<file path="src/rtl/fault_mgr_pkg.sv">
package fault_mgr_pkg;

    localparam int NUM_CLASS = 4;
    localparam int CLS_OC    = 0;
    localparam int CLS_OT    = 1;
    localparam int CLS_VM    = 2;
    localparam int CLS_OL    = 3;

    localparam int NUM_SW    = 4;
    localparam int NUM_OUT   = 2;

    localparam int SUM_COMM  = 7;
    localparam int SUM_POR   = 6;
    localparam int SUM_ANY   = 5;
    localparam int SUM_OV    = 4;
    localparam int SUM_UV    = 3;
    localparam int SUM_OC    = 2;
    localparam int SUM_OT    = 1;
    localparam int SUM_OL    = 0;

    typedef struct packed {
        logic                 comm;
        logic                 por;
        logic                 ov;
        logic                 uv;
        logic                 ot;
        logic [NUM_SW-1:0]    sw_oc;
        logic [NUM_OUT-1:0]   out_ol;
    } fault_vec_t;

endpackage

</file>
<file path="src/rtl/fault_qualify.sv">
module fault_qualify
    import fault_mgr_pkg::*;
(
    input  logic                  raw_comm_err,
    input  logic                  raw_por,
    input  logic                  raw_ov,
    input  logic                  raw_uv,
    input  logic [NUM_SW-1:0]     raw_oc,
    input  logic                  raw_ot,
    input  logic [NUM_OUT-1:0]    raw_ol,
    input  logic                  active_state,
    input  logic                  ol_en,
    input  logic [1:0]            ov_sel,
    output fault_vec_t            det,
    output logic [NUM_CLASS-1:0]  cls_det
);

    localparam logic [1:0] OV_MASKED = 2'b11;

    logic ov_armed;
    logic ol_armed;

    always_comb begin
        ov_armed = (ov_sel != OV_MASKED);
        ol_armed = ol_en & active_state;

        det.comm   = raw_comm_err;
        det.por    = raw_por;
        det.ov     = raw_ov & ov_armed;
        det.uv     = raw_uv;
        det.ot     = raw_ot;
        det.sw_oc  = raw_oc;
        det.out_ol = raw_ol & {NUM_OUT{ol_armed}};

        cls_det         = '0;
        cls_det[CLS_OC] = |det.sw_oc;
        cls_det[CLS_OT] = det.ot;
        cls_det[CLS_VM] = det.ov | det.uv;
        cls_det[CLS_OL] = |det.out_ol;
    end

endmodule

</file>
<file path="src/rtl/fault_status_latch.sv">
module fault_status_latch
    import fault_mgr_pkg::*;
(
    input  logic       clk,
    input  logic       rst_n,
    input  fault_vec_t det,
    input  logic       clr,
    output fault_vec_t status
);

    localparam fault_vec_t RESET_VAL = '{comm: 1'b0, por: 1'b1, ov: 1'b0,
                                         uv: 1'b0, ot: 1'b0, sw_oc: '0,
                                         out_ol: '0};

    fault_vec_t st_d;
    fault_vec_t st_q;

    always_comb begin
        st_d = st_q;
        if (clr) begin
            st_d = '0;
        end
        st_d = st_d | det;
    end

    always_ff @(posedge clk or negedge rst_n) begin
        if (!rst_n) begin
            st_q <= RESET_VAL;
        end else begin
            st_q <= st_d;
        end
    end

    assign status = st_q;

endmodule

</file>
<file path="src/rtl/fault_retry_timer.sv">
module fault_retry_timer #(
    parameter int RETRY_LIMIT = 1000,
    parameter int CNT_W       = (RETRY_LIMIT > 1) ? $clog2(RETRY_LIMIT) : 1
) (
    input  logic clk,
    input  logic rst_n,
    input  logic det,
    input  logic retry,
    input  logic clr,
    output logic hold
);

    localparam logic [CNT_W-1:0] LAST = CNT_W'(RETRY_LIMIT - 1);

    typedef struct packed {
        logic             hold;
        logic [CNT_W-1:0] quiet;
    } timer_t;

    timer_t tm_d;
    timer_t tm_q;

    always_comb begin
        tm_d = tm_q;
        if (det) begin
            tm_d.hold  = 1'b1;
            tm_d.quiet = '0;
        end else if (clr) begin
            tm_d.hold  = 1'b0;
            tm_d.quiet = '0;
        end else if (tm_q.hold && retry) begin
            if (tm_q.quiet == LAST) begin
                tm_d.hold  = 1'b0;
                tm_d.quiet = '0;
            end else begin
                tm_d.quiet = tm_q.quiet + 1'b1;
            end
        end else begin
            tm_d.quiet = '0;
        end
    end

    always_ff @(posedge clk or negedge rst_n) begin
        if (!rst_n) begin
            tm_q <= '0;
        end else begin
            tm_q <= tm_d;
        end
    end

    assign hold = tm_q.hold;

endmodule

</file>
<file path="src/rtl/fault_reaction_mgr.sv">
module fault_reaction_mgr
    import fault_mgr_pkg::*;
#(
    parameter int RETRY_LIMIT = 1000
) (
    input  logic                clk,
    input  logic                rst_n,
    input  logic                raw_comm_err,
    input  logic                raw_por,
    input  logic                raw_ov,
    input  logic                raw_uv,
    input  logic [NUM_SW-1:0]   raw_oc,
    input  logic                raw_ot,
    input  logic [NUM_OUT-1:0]  raw_ol,
    input  logic                active_state,
    input  logic                ol_en,
    input  logic [1:0]          ov_sel,
    input  logic                retry_oc,
    input  logic                retry_ot,
    input  logic                retry_vm,
    input  logic                retry_ol,
    input  logic                clr_flt,
    output logic [7:0]          summary,
    output logic [NUM_SW-1:0]   oc_status,
    output logic [NUM_OUT-1:0]  ol_status,
    output logic                fault_n,
    output logic                drv_disable
);

    fault_vec_t           det;
    fault_vec_t           status;
    logic [NUM_CLASS-1:0] cls_det;
    logic [NUM_CLASS-1:0] cls_retry;
    logic [NUM_CLASS-1:0] cls_hold;
    logic                 any_fault;

    fault_qualify u_qualify (
        .raw_comm_err (raw_comm_err),
        .raw_por      (raw_por),
        .raw_ov       (raw_ov),
        .raw_uv       (raw_uv),
        .raw_oc       (raw_oc),
        .raw_ot       (raw_ot),
        .raw_ol       (raw_ol),
        .active_state (active_state),
        .ol_en        (ol_en),
        .ov_sel       (ov_sel),
        .det          (det),
        .cls_det      (cls_det)
    );

    fault_status_latch u_status (
        .clk    (clk),
        .rst_n  (rst_n),
        .det    (det),
        .clr    (clr_flt),
        .status (status)
    );

    always_comb begin
        cls_retry         = '0;
        cls_retry[CLS_OC] = retry_oc;
        cls_retry[CLS_OT] = retry_ot;
        cls_retry[CLS_VM] = retry_vm;
        cls_retry[CLS_OL] = retry_ol;
    end

    for (genvar c = 0; c < NUM_CLASS; c++) begin : g_cls
        fault_retry_timer #(
            .RETRY_LIMIT (RETRY_LIMIT)
        ) u_timer (
            .clk   (clk),
            .rst_n (rst_n),
            .det   (cls_det[c]),
            .retry (cls_retry[c]),
            .clr   (clr_flt),
            .hold  (cls_hold[c])
        );
    end

    always_comb begin
        any_fault = status.comm | status.por | status.ov | status.uv |
                    status.ot | (|status.sw_oc) | (|status.out_ol);

        summary           = '0;
        summary[SUM_COMM] = status.comm;
        summary[SUM_POR]  = status.por;
        summary[SUM_ANY]  = any_fault;
        summary[SUM_OV]   = status.ov;
        summary[SUM_UV]   = status.uv;
        summary[SUM_OC]   = |status.sw_oc;
        summary[SUM_OT]   = status.ot;
        summary[SUM_OL]   = |status.out_ol;

        oc_status   = status.sw_oc;
        ol_status   = status.out_ol;
        fault_n     = ~any_fault;
        drv_disable = |cls_hold;
    end

endmodule

</file>
<file path="config.mk">
export PLATFORM = sky130hd
export DESIGN_NAME = fault_reaction_mgr
export DESIGN_NICKNAME = d
export VERILOG_FILES = /design/src/rtl/fault_mgr_pkg.sv /design/src/rtl/fault_qualify.sv /design/src/rtl/fault_status_latch.sv /design/src/rtl/fault_retry_timer.sv /design/src/rtl/fault_reaction_mgr.sv
export SDC_FILE = /design/constraint.sdc
export NUM_CORES = 1
export LEC_CHECK = 0
export BUFFER_PORTS_ARGS = -buffer_cell sky130_fd_sc_hd__buf_2
export CAP_MARGIN = 20
export CORE_ASPECT_RATIO = 2
export CORE_UTILIZATION = 60
export DETAILED_ROUTE_END_ITERATION = 6
export PLACE_DENSITY = 0.91
export SETUP_SLACK_MARGIN = 0.15
export SLEW_MARGIN = 15
export SYNTH_ARGS = -nofsm -noshare
export SYNTH_HDL_FRONTEND = slang
export SYNTH_HIERARCHICAL = 1
export SYNTH_SLANG_ARGS = --single-unit
</file>
<file path="constraint.sdc">
create_clock -name clk -period 3.6 [get_ports clk]
set_clock_uncertainty 0.05 [all_clocks]
set_input_delay 0.36 -clock clk [delete_from_list [all_inputs] [get_ports clk]]
set_output_delay 0.36 -clock clk [all_outputs]
set_load 0.005 [all_outputs]
</file>
======== Word-level counts from Yosys, hierarchy flattened ========
Index checks and enable logic that the tools add are counted.
operators by class
  bitwise gates (word level) .............. 12
  reductions and logical operators ........ 21
  multiplexer cells ....................... 25
  add/sub/neg operators ................... 4
  eq/ne operators ......................... 5
operators by type and width
  operator                                                         number
  11-bit two-way mux                                               9
  10-bit two-way mux                                               8
  10-bit by 1-bit adder with 10-bit output, second input constant  4
  10-bit == test, second input constant                            4
  3-bit nonzero test                                               8
  4-bit OR reduction                                               3
  11-bit bitwise OR                                                1
  1-bit two-way mux                                                8
  2-bit AND reduction                                              4
  1-bit bitwise OR                                                 7
  1-bit logical AND                                                4
  2-bit OR reduction                                               2
  1-bit bitwise AND                                                2
  2-bit bitwise AND                                                1
  2-bit != test, second input constant                             1
  1-bit inverter                                                   1
storage, ports and cells
  register bits ........................... 55
  logic and storage cells ................. 82
  input bits .............................. 22
  output and inout bits ................... 16

======== Depth between registers and ports, before layout ========
Gate-level depths: netlist of run 1.
  depth in word-level cells ............... 7
  mapped depth ............................ 5
  depth with buffers taken out ............ 5

======== Modules after synthesis ========
The synthesis of run 1 kept the hierarchy.
modules (own cells, without submodules)
  module                                    area an instance (µm²)  times used  cells each  seq. area each (µm²)
  fault_retry_timer (g_cls[1].u_timer ...)  565.5                   3           56          275.3
  fault_retry_timer (g_cls[0].u_timer)      555.5                   1           57          275.3
  fault_status_latch                        375.4                   1           24          276.5
  fault_qualify                             111.4                   1           15          0.0
  fault_reaction_mgr                        53.8                    1           7           0.0

======== Worst setup path before layout of run 1 ========
OpenSTA, ideal clock, no wires.
  kind .................................... reg2out
  from .................................... register u_status.st_q, in the netlist u_status/status[3]
  to ...................................... output port summary[5]
  path slack .............................. 1620 ps
  cell stages (with the launch flop) ...... 4
  buffers on the path ..................... 1
  arrival time ............................ 1570 ps
  path through ............................ dfrtp_1 or4_4 or4_1 buf_4
between the ends
  longest elaborated chain between the ends .. 3
RTL lines
  element                        RTL line                  source
  from (decl)                    fault_status_latch.sv:16  fault_vec_t st_q;
  from (signal assigned)         fault_status_latch.sv:30  st_q <= st_d;
  4-bit OR reduction             n/a
  via summary[2]                 fault_reaction_mgr.sv:23  output logic [7:0] summary,
  1-bit bitwise OR (2 in a row)  fault_reaction_mgr.sv:83  status.ot | (|status.sw_oc) | (|status.out_ol);
  to (decl)                      fault_reaction_mgr.sv:23
The timed path passes the listed nets, and every way through them passes these cells.

======== Worst setup path in the final report of run 1 ========
  from .................................... register u_status.st_q, in the netlist u_status/status[3]
  to ...................................... output port summary[5]
between the ends
  longest elaborated chain between the ends .. 3
RTL lines
  element                        RTL line
  4-bit OR reduction             fault_reaction_mgr.sv:83
  1-bit bitwise OR (2 in a row)  fault_reaction_mgr.sv:83
No other way between the ends.

==> results of run 1 <==
power by group through the flow:
stage	Sequential [mW]	Combinational, mW	Clock, mW
after floorplan	0.652	0.0333	0
after global placement	0.652	0.0677	0
after detailed placement	0.654	0.0697	0
after CTS	0.641	0.0701	0.407
after global routing	0.643	0.0768	0.427
final	0.641	0.0690	0.395
cell families after synthesis:
kind of cell | synth area share, %
AND/OR/NAND/NOR | 23.5
flip-flops | 49.3
AO/OA/AOI/OAI | 13.7
buffers and inverters | 5.38
XOR/XNOR | 6.27
adder cells (fa/ha/maj) | 1.79
final cells by class:
cell class / instances / area, sq um / share of cell area, %
Clock buffer: 7 / 76.3 / 2.48
Clock inverter: 1 / 30.0 / 0.977
Inverter: 17 / 63.8 / 2.08
Multi-Input combinational cell: 188 / 1260 / 41.2
Sequential cell: 55 / 1380 / 44.8
Tap cell: 54 / 67.6 / 2.20
Timing Repair Buffer: 38 / 193 / 6.27
Yosys cell counts (all sizes together), types with 5 or more instances:
library cell  count
nor4              5
nand4             8
a21boi            5
or4               5
or2               6
nand2             5
inv              17
buf              11
nand3            20
a21o             11
xnor2             8
and3              5
a21oi             9
xor2             12
o21ai             8
nor2             48
dfrtp            54
layout by cell type, fill, tap and decap left out:
cell type  synthesis  layout
nand3_1           17      17
a21boi_0           4       4
a21boi_1           1       1
xnor2_1            8       8
inv_1             17      17
a31o_2             4       4
or2_2              2       2
ha_1               4       4
or4_1              4       4
o22ai_1            3       3
nand3_2            3       3
clkbuf_1           0       2
clkbuf_8           0       5
o21ai_4            4       4
nor4_1             5       5
and3_1             5       5
o221a_2            4       4
and4bb_2           4       4
or4_4              1       1
buf_4             10       1
nor2_1            48      48
a21o_2             1       1
o21ai_0            4       4
or2_4              4       4
nand3b_1           1       1
buf_2              0      37
a21oi_1            9       9
o21a_1             3       3
bufinv_16          0       1
nand4_1            8       8
nand4b_1           1       1
and2_1             4       4
dfrtp_1           54      54
xor2_1            12      12
a21o_1            10      10
nand4b_2           3       3
o211a_1            1       1
nand2_1            5       5
nor3_1             1       1
dfstp_2            1       1
worst paths after layout:
path                       cells past startpoint                       end                startpoint
setup / recovery                               3                summary[5]        u_status/status[3]
hold / removal                                 1  g_cls[2].u_timer/tm_q[6]                     rst_n
setup reg to reg                               5  g_cls[3].u_timer/tm_q[5]  g_cls[3].u_timer/tm_q[0]
hold reg to reg                                1  g_cls[1].u_timer/tm_q[0]  g_cls[1].u_timer/tm_q[0]
max in group asynchronous                      2  g_cls[0].u_timer/tm_q[0]                     rst_n
min in group clk                               2       u_status/status[10]              raw_comm_err
metal layers:
layer  global-route usage (%)  vias up
li1                         -     1007
met2                     49.5       62
met5                        0        -
met4                     13.8        0
met1                     25.9     1039
met3                     3.70       21
through the flow:
step | utilization (%) | std cells | power [mW] | worst slack (ns)
floorplan | - | 271 | 0.686 | 1.62
global route | 69.5 | 360 | 1.15 | 1.21
global placement | 67.1 | 352 | 0.720 | 1.64
detailed placement | 67.1 | 352 | 0.723 | 1.61
CTS | 69.5 | 360 | 1.12 | 1.27
finish | 69.5 | 360 | 1.10 | 1.28
flip-flops by register name, summed over array words and instances, names as in the netlist:
signal and count:
u_status/status 11, g_cls.u_timer/tm_q 40, g_cls.u_timer/hold 4
==> impl_metrics.env, run 1 <==
export IMPL_critPathCaptureType="output port"
export IMPL_cp_cell_sequence="or4_4 -> or4_1 -> buf_2"
export IMPL_io_pin_count=38
export IMPL_antenna_cells=0
export IMPL_hold_path_class="in -> async"
export IMPL_synth_warnings=6
export IMPL_status="completed"
export IMPL_postPlaceCellArea_sq_um=2970
export IMPL_path_max_fanout=3
export IMPL_power_frac_clock_pct=35.7
export IMPL_p_leak_nw=1.42
export IMPL_cts_tree="yes"
export IMPL_dieArea_sq_um=4950
export IMPL_fillCellCount=339
export IMPL_cap_violations=0
export IMPL_clkLatencyLatePin_ns=0.30
export IMPL_vdd_ir_drop_max_mv=0.342
export IMPL_internal_power_mw=0.870
export IMPL_grt_max_degree=39
export IMPL_post_route_period_util_pct=64.4
export IMPL_htree_levels=2
export IMPL_setup_violations=0
export IMPL_arrival_ns=1.91
export IMPL_ant_nets=0
export IMPL_nNetsFinal=331
export IMPL_routedWlPerCell_microns=16.0
export IMPL_die_x_microns=50.2
export IMPL_hold_slack_ns=0.0931
export IMPL_synth_area_sq_um=2790
export IMPL_synth_nets=297
export IMPL_max_slew_margin_rel_pct=44.6
export IMPL_yosys_most_used_dff="dfrtp_1"
export IMPL_p_sw_mw=0.235
export IMPL_drtIter0Drc=49
export IMPL_design_area_sq_um=3070
export IMPL_dr_wl_met2_microns=3270
export IMPL_synth_enable_flop_cells=0
export IMPL_initial_utilization_pct=63.1
export IMPL_async_flop_share_pct=100
export IMPL_tns_ns=0
export IMPL_rsz0062_at_grt="false"
export IMPL_combPwrFrac_pct=6.2
export IMPL_synthTopCellsByArea="dfrtp_1, nor2_1, xor2_1, nand3_1, a21o_1"
export IMPL_switching_share_pct=21.3
export IMPL_num_vias=2129
export IMPL_met1_length_microns=2080
export IMPL_final_max_slew_viol_count=0
export IMPL_hpwl_microns=4340
export IMPL_clock_root_buffer="clkbuf_8"
export IMPL_grt_pass1_vias=2276
export IMPL_port_buffers=37
export IMPL_dr_pass1_iters=4
export IMPL_drive_above_1_share_pct=24.5
export IMPL_worstMarginPinSlew_ns=0.830
export IMPL_max_stage_delay_ns=0.55
export IMPL_cts_sinks=55
export IMPL_cts_buffers=5
export IMPL_critPathSlowestCell="or4_4"
export IMPL_postSynthCellCount=271
export IMPL_coreArea_sq_um=4420
export IMPL_cellPowerDensity_nw_per_um2=360
export IMPL_gp_congestion=0.817
export IMPL_setup_worst_path_start_class="flip-flop"
export IMPL_area_growth_pct=10.0
export IMPL_synth_area_per_cell_sq_um=10.3
export IMPL_final_hold_viol_count=0
export IMPL_via_per_inst=5.91
export IMPL_wl_met3_microns=210
export IMPL_antenna_found_initial=0
export IMPL_path_class="reg -> out"
export IMPL_yosysUniqueCellTypes=37
export IMPL_yosysTopAreaCellShare_pct=48.4
export IMPL_crit_buf_inv=1
export IMPL_grt_overflow=0
export IMPL_cts_buffer_depth=2
export IMPL_pwr_share_seq_pct=58.0
export IMPL_cts_hold_buf=0
export IMPL_regToRegSetupSlack_ns=2.01
export IMPL_dieHeight_microns=98.5
export IMPL_post_route_drc_count=0
export IMPL_rows=34
export IMPL_yosys_area_top_type="dfrtp_1"
export IMPL_post_cts_resize_count=0
export IMPL_grt_first_pass_wirelength_microns=9790
export IMPL_synth_seq_cells=55
export IMPL_clk_pin_slew_ns=0.10
export IMPL_crit_family="simple AND/OR/NAND/NOR gates"
export IMPL_yosysSeqAreaShare_pct=49.3
export IMPL_grt_use_total_pct=26.2
export IMPL_dr_max_layer_used="met4"
export IMPL_cts_setup_buffers=0
export IMPL_totalWireLength_microns=5750
export IMPL_fmax_mhz=431
export IMPL_period_minus_slack_ns=2.32
export IMPL_cp_required_ns=3.19
No activity file was read; power rests on OpenSTA's default activity.
==> run 2: changes to the inputs <==
--- a/config.mk
+++ b/config.mk
@@ -8,9 +8,9 @@
 export BUFFER_PORTS_ARGS = -buffer_cell sky130_fd_sc_hd__buf_2
 export CAP_MARGIN = 20
 export CORE_ASPECT_RATIO = 2
-export CORE_UTILIZATION = 60
+export CORE_UTILIZATION = 57
 export DETAILED_ROUTE_END_ITERATION = 6
-export PLACE_DENSITY = 0.91
+export PLACE_DENSITY = 0.87
 export SETUP_SLACK_MARGIN = 0.15
 export SLEW_MARGIN = 15
 export SYNTH_ARGS = -nofsm -noshare
==> constraint.sdc (replaced) <==
create_clock -name clk -period 2.2 [get_ports clk]
set_clock_uncertainty 0.05 [all_clocks]
set_input_delay 0.22 -clock clk [delete_from_list [all_inputs] [get_ports clk]]
set_output_delay 0.22 -clock clk [all_outputs]
set_load 0.005 [all_outputs]
==> run 2 against run 1 <==
Against the previous run:
- worst setup slack lost 1.2 ns
- sequential share of layout area decreased by 0.43 points
- clock-buffer cell count is 1 lower
- clock power increased by 63%
- first-iteration DRC count is 24% lower
- die area is 5.1% higher
- cell area is 0.98% higher
- sequential cell count unchanged
- largest cell class unchanged
- highest routed layer unchanged
==> impl_metrics.env, run 2 (same netlist as run 1, synthesis figures left out) <==
export IMPL_cp_cell_sequence="or4_4 -> or4_1 -> buf_2"
export IMPL_grt_first_pass_wirelength_microns=9490
export IMPL_final_max_slew_viol_count=0
export IMPL_critPathCaptureType="output port"
export IMPL_cts_buffers=5
export IMPL_post_route_drc_count=0
export IMPL_dp_cells=354
export IMPL_largest_reg_flops=40
export IMPL_clkLatencyLatePin_ns=0.30
export IMPL_antenna_cells=0
export IMPL_tns_ns=0
export IMPL_dieArea_sq_um=5200
export IMPL_path_class="reg -> out"
export IMPL_layout_common_cells="dfrtp_1, nor2_1, buf_2"
export IMPL_min_path_cells=2
export IMPL_fmax_mhz=475
export IMPL_power_frac_clock_pct=35.5
export IMPL_vdd_ir_drop_max_mv=0.595
export IMPL_htree_levels=2
export IMPL_internal_power_mw=1.42
export IMPL_setup_violations=0
export IMPL_drive_above_1_share_pct=25.2
export IMPL_grt_util_met3_pct=3.47
export IMPL_top_register="g_cls.u_timer/tm_q"
export IMPL_arrival_ns=1.83
export IMPL_final_common_cell="dfrtp_1"
export IMPL_pwr_share_seq_pct=57.9
export IMPL_grt_max_degree=23
export IMPL_cellPowerDensity_nw_per_um2=584
export IMPL_final_hold_viol_count=0
export IMPL_hold_path_class="in -> reg"
export IMPL_cap_violations=0
export IMPL_combPwrFrac_pct=6.6
export IMPL_rr_worst_depth=5
export IMPL_period_minus_slack_ns=2.10
export IMPL_via_per_inst=5.77
export IMPL_grt_busiest_layer="met2"
export IMPL_cts_sinks=55
export IMPL_rows=35
export IMPL_cp_required_ns=1.93
export IMPL_clk_pin_slew_ns=0.09
export IMPL_status="completed"
export IMPL_grt_pass1_vias=2161
export IMPL_cts_buffer_depth=2
export IMPL_die_x_microns=51.5
export IMPL_post_route_period_util_pct=95.6
export IMPL_max_stage_delay_ns=0.54
export IMPL_dp_slack_ns=0.388
export IMPL_io_pin_count=38
export IMPL_p_leak_nw=1.44
export IMPL_p_sw_mw=0.389
export IMPL_port_buffers=37
export IMPL_worstMarginPinSlew_ns=0.426
export IMPL_switching_share_pct=21.5
export IMPL_totalWireLength_microns=5550
export IMPL_globalRouteMet1Util_pct=26.2
export IMPL_nNetsFinal=335
export IMPL_num_vias=2099
export IMPL_max_slew_margin_rel_pct=71.6
export IMPL_setup_worst_path_start_class="flip-flop"
export IMPL_dieHeight_microns=101
export IMPL_setup_slack_ns=0.0969
export IMPL_clock_root_buffer="clkbuf_8"
export IMPL_dr_pass1_iters=4
export IMPL_hpwl_microns=4160
export IMPL_gr_usage_met2_pct=45.3
export IMPL_path_max_fanout=3
export IMPL_gp_congestion=0.849
export IMPL_coreArea_sq_um=4640
export IMPL_critPathSlowestCell="or4_4"
export IMPL_layoutNonFillerInstCount=364
export IMPL_grt_use_total_pct=24.3
export IMPL_ant_nets=0
export IMPL_grt_overflow=0
export IMPL_area_growth_pct=11.1
export IMPL_drtIter0Drc=37
export IMPL_antenna_found_initial=0
export IMPL_rsz0062_at_grt="true"
export IMPL_post_cts_resize_count=0
export IMPL_initial_utilization_pct=60.2
export IMPL_fin_util_pct=66.8
export IMPL_cts_tree="yes"
export IMPL_routedWlPerCell_microns=15.2
-- run 2: changes by cell type in the layout (fill, tap and decap cells not counted), sizes merged --
cell,before,now
buf,38,41
clkbuf,7,6
dlygate4sd3,0,1
-- run 2: per-layer routing --
layer / wire length, microns / vias up / part of all wire [%]
met3: 144 / 9 / 2.6
met4: 113 / 0 / 2.0
li1: - / 1015 / -
met5: 0 / - / 0
met2: 3240 / 46 / 58
met1: 2050 / 1029 / 37
-- run 2: cell type report --
class                      instances  area (sq um)
timing repair buffer              42           225
clock buffer                       6          72.6
clock inverter                     1          30.0
multi-input combinational        188          1260
inverter                          17          63.8
tap                               55          68.8
sequential                        55          1380
fill                             356          1540
-- run 2: worst paths after layout --
| kind | startpoint | slack (ns) | end |
|---|---|---|---|
| min in group asynchronous | rst_n | 0.33 | g_cls[0].u_timer/tm_q[8] |
| max | u_status/status[4] | 0.1 | summary[5] |
| max reg2reg | g_cls[3].u_timer/tm_q[0] | 0.66 | g_cls[3].u_timer/tm_q[5] |
| min reg2reg | g_cls[1].u_timer/tm_q[0] | 0.44 | g_cls[1].u_timer/tm_q[0] |
| min | raw_oc[0] | 0.05 | u_status/status[2] |
| max in group asynchronous | rst_n | 1.14 | g_cls[3].u_timer/tm_q[3] |
-- run 2: power groups by stage --
stage | clock, mW | sequential (mW) | combinational (mW)
detailed placement | 0 | 1.07 | 0.116
CTS | 0.658 | 1.05 | 0.122
floorplan | 0 | 1.07 | 0.0544
global placement | 0 | 1.07 | 0.112
finish | 0.643 | 1.05 | 0.119
global route | 0.701 | 1.05 | 0.134
-- run 2: timing repair --
action                     in CTS  in global routing
setup endpoints to repair       1                  1
hold buffers                    1                  0
pin swaps                       2                  0
setup buffers                   2                  0
hold endpoints to repair       17                  0
-- run 2: critical path: cells and delay by family (launching register included) --
family / cells / cell delay (ns)
and+or+nand+nor: 2 / 1.00
DFF: 1 / 0.39
buffers and inverters: 1 / 0.14
-- run 2: stage by stage --
step | hold WS [ns] | total power [mW] | instance area [sq um]
2_1_floorplan | -0.126 | 1.12 | 2790
4_1_cts | 0.0438 | 1.83 | 3100
6_report | 0.0494 | 1.81 | 3100
3_5_place_dp | 0.132 | 1.18 | 2980
3_3_place_gp | 0.126 | 1.18 | 2980
5_1_grt | 0.0460 | 1.89 | 3100
==> run 3: changes to the inputs <==
--- a/config.mk
+++ b/config.mk
@@ -5,12 +5,14 @@
 export SDC_FILE = /design/constraint.sdc
 export NUM_CORES = 1
 export LEC_CHECK = 0
+export ABC_CLOCK_PERIOD_IN_PS = 2200
 export BUFFER_PORTS_ARGS = -buffer_cell sky130_fd_sc_hd__buf_2
 export CAP_MARGIN = 20
 export CORE_ASPECT_RATIO = 2
-export CORE_UTILIZATION = 57
+export CORE_UTILIZATION = 40
 export DETAILED_ROUTE_END_ITERATION = 6
-export PLACE_DENSITY = 0.87
+export HOLD_SLACK_MARGIN = 0.02
+export PLACE_DENSITY = 0.67
 export SETUP_SLACK_MARGIN = 0.15
 export SLEW_MARGIN = 15
 export SYNTH_ARGS = -nofsm -noshare
==> run 3 against run 2 <==
Against the previous run:
- non-clock buffer count increased by 2
- utilization decreased by 19 points
- clock power increased by 22%
- critical endpoint unchanged
- largest power group unchanged
==> impl_metrics.env, run 3 (same netlist as run 1, synthesis figures left out) <==
export IMPL_area_growth_pct=15.3
export IMPL_post_route_drc_count=0
export IMPL_initial_utilization_pct=41.8
export IMPL_min_to="u_status/status[9]"
export IMPL_path_class="reg -> out"
export IMPL_period_minus_slack_ns=2.12
export IMPL_top_register="g_cls.u_timer/tm_q"
export IMPL_final_common_cell="dfrtp_1"
export IMPL_via_per_inst=5.28
export IMPL_cts_buffer_depth=2
export IMPL_cellPowerDensity_nw_per_um2=608
export IMPL_cap_violations=0
export IMPL_dr_pass1_iters=4
export IMPL_vdd_ir_drop_max_mv=0.301
export IMPL_status="completed"
export IMPL_largest_reg_flops=40
export IMPL_setup_violations=0
export IMPL_hold_slack_ns=0.0533
export IMPL_crit_family="simple AND/OR/NAND/NOR gates"
export IMPL_design_area_sq_um=3220
export IMPL_rsz0062_at_grt="true"
export IMPL_die_x_microns=61.1
export IMPL_arrival_ns=1.85
export IMPL_tns_ns=0
export IMPL_drtIter0Drc=62
export IMPL_fillCellCount=652
export IMPL_critPathSlowestCell="or4_4"
export IMPL_clkLatencyLatePin_ns=0.29
export IMPL_grt_pass1_vias=2109
export IMPL_clk_pin_slew_ns=0.07
export IMPL_cts_sinks=55
export IMPL_io_pin_count=38
export IMPL_routedWlPerCell_microns=13.5
export IMPL_num_vias=2111
export IMPL_regToRegSetupSlack_ns=0.63
export IMPL_grt_first_pass_wirelength_microns=8770
export IMPL_drive_above_1_share_pct=26.9
export IMPL_fmax_mhz=471
export IMPL_antenna_found_initial=0
export IMPL_hold_path_class="in -> reg"
export IMPL_cp_startpoint="u_status/status[9]"
export IMPL_coreArea_sq_um=6670
export IMPL_p_leak_nw=1.47
export IMPL_post_route_period_util_pct=96.4
export IMPL_clock_root_buffer="clkbuf_16"
export IMPL_fin_util_pct=48.3
export IMPL_cts_buffers=5
export IMPL_cp_required_ns=1.93
export IMPL_r2r_end="g_cls[3].u_timer/tm_q[3]"
export IMPL_rows=42
export IMPL_ant_nets=0
export IMPL_rr_worst_depth=5
export IMPL_postPlaceCellArea_sq_um=3020
export IMPL_register_area_sq_um=1380
export IMPL_grt_max_degree=34
export IMPL_crit_buf_inv=1
export IMPL_htree_levels=2
export IMPL_critPathCaptureType="output port"
export IMPL_max_stage_delay_ns=0.53
export IMPL_crit_top_cell="or4_4"
export IMPL_dieHeight_microns=120
export IMPL_hp_start="raw_por"
export IMPL_nNetsFinal=337
export IMPL_grt_use_total_pct=15.9
export IMPL_r2r_start="g_cls[3].u_timer/tm_q[0]"
export IMPL_antenna_cells=0
export IMPL_path_max_fanout=2
export IMPL_cts_tree="yes"
export IMPL_max_slew_margin_rel_pct=52.9
export IMPL_worstMarginPinSlew_ns=0.706
export IMPL_hpwl_microns=4170
export IMPL_setup_worst_path_start_class="flip-flop"
export IMPL_multi_input_area_sq_um=1270
export IMPL_dieArea_sq_um=7340
export IMPL_min_path_cells=2
export IMPL_final_hold_viol_count=0
export IMPL_gp_congestion=0.770
export IMPL_port_buffers=37
export IMPL_totalWireLength_microns=5400
export IMPL_layout_common_cells="dfrtp_1, nor2_1, buf_2"
export IMPL_cp_cell_sequence="or4_4 -> or4_4 -> buf_6"
export IMPL_final_max_slew_viol_count=0
export IMPL_grt_overflow=0
run 3: cell types whose count changed in the layout (fill, tap and decap cells not counted), sizes merged:
cell      previous run  this run
buf                 41        43
clkinv               0         2
bufinv               1         0
clkbuf               6         5
clkinvlp             0         1
run 3: routing by layer:
layer | part of all wire, % | global-route usage [%] | vias to the layer above
met5 | 0 | 0 | -
met4 | 1.7 | 5.97 | 0
met1 | 37 | 14.8 | 1047
met3 | 2.6 | 3.77 | 8
li1 | - | - | 1025
met2 | 58 | 30.5 | 31
run 3: worst max path at each step:
stage                 endpoint  slack (ns)  depth (start not counted)
floorplan           summary[5]        0.36                          3
global placement    summary[5]        0.38                          3
detailed placement  summary[5]        0.35                          3
CTS                 summary[5]        0.06                          3
global route        summary[5]        0.05                          3
finish              summary[5]        0.08                          3
run 3: report_power, final:
part	switching, mW	total [mW]	internal, mW
Combinational	0.0642	0.123	0.0588
Sequential	0.0164	1.05	1.03
Clock	0.360	0.786	0.426
Total	0.441	1.96	1.52
run 3: area by class of cell:
type / instances / area share, %
tap: 88 / 3.42
sequential: 55 / 42.8
multi-input combinational: 188 / 39.5
clock inverter: 3 / 0.777
timing repair buffer: 44 / 7.65
inverter: 17 / 1.98
clock buffer: 5 / 3.89
run 3: worst register-to-register path, cell delays in order (launching register included):
cell and delay, ns:
dfrtp_1 0.40, ha_1 0.27, nand4b_2 0.16, or2_4 0.27, o21ai_4 0.22, nor2_1 0.08
run 3: timing repair:
action	CTS	global route
pin swaps	1	0
setup buffers	4	0
gates resized for setup	1	2
endpoints found under the setup margin	1	1
hold buffers	1	0
hold endpoints to repair	30	0
run 3: per-stage QoR:
step / setup slack, ns / power, mW / std cells
4_1_cts: 0.0638 / 1.99 / 400
2_1_floorplan: 0.360 / 1.12 / 271
5_1_grt: 0.0457 / 2.05 / 400
3_5_place_dp: 0.351 / 1.19 / 387
6_report: 0.0785 / 1.96 / 400
3_3_place_gp: 0.385 / 1.18 / 387
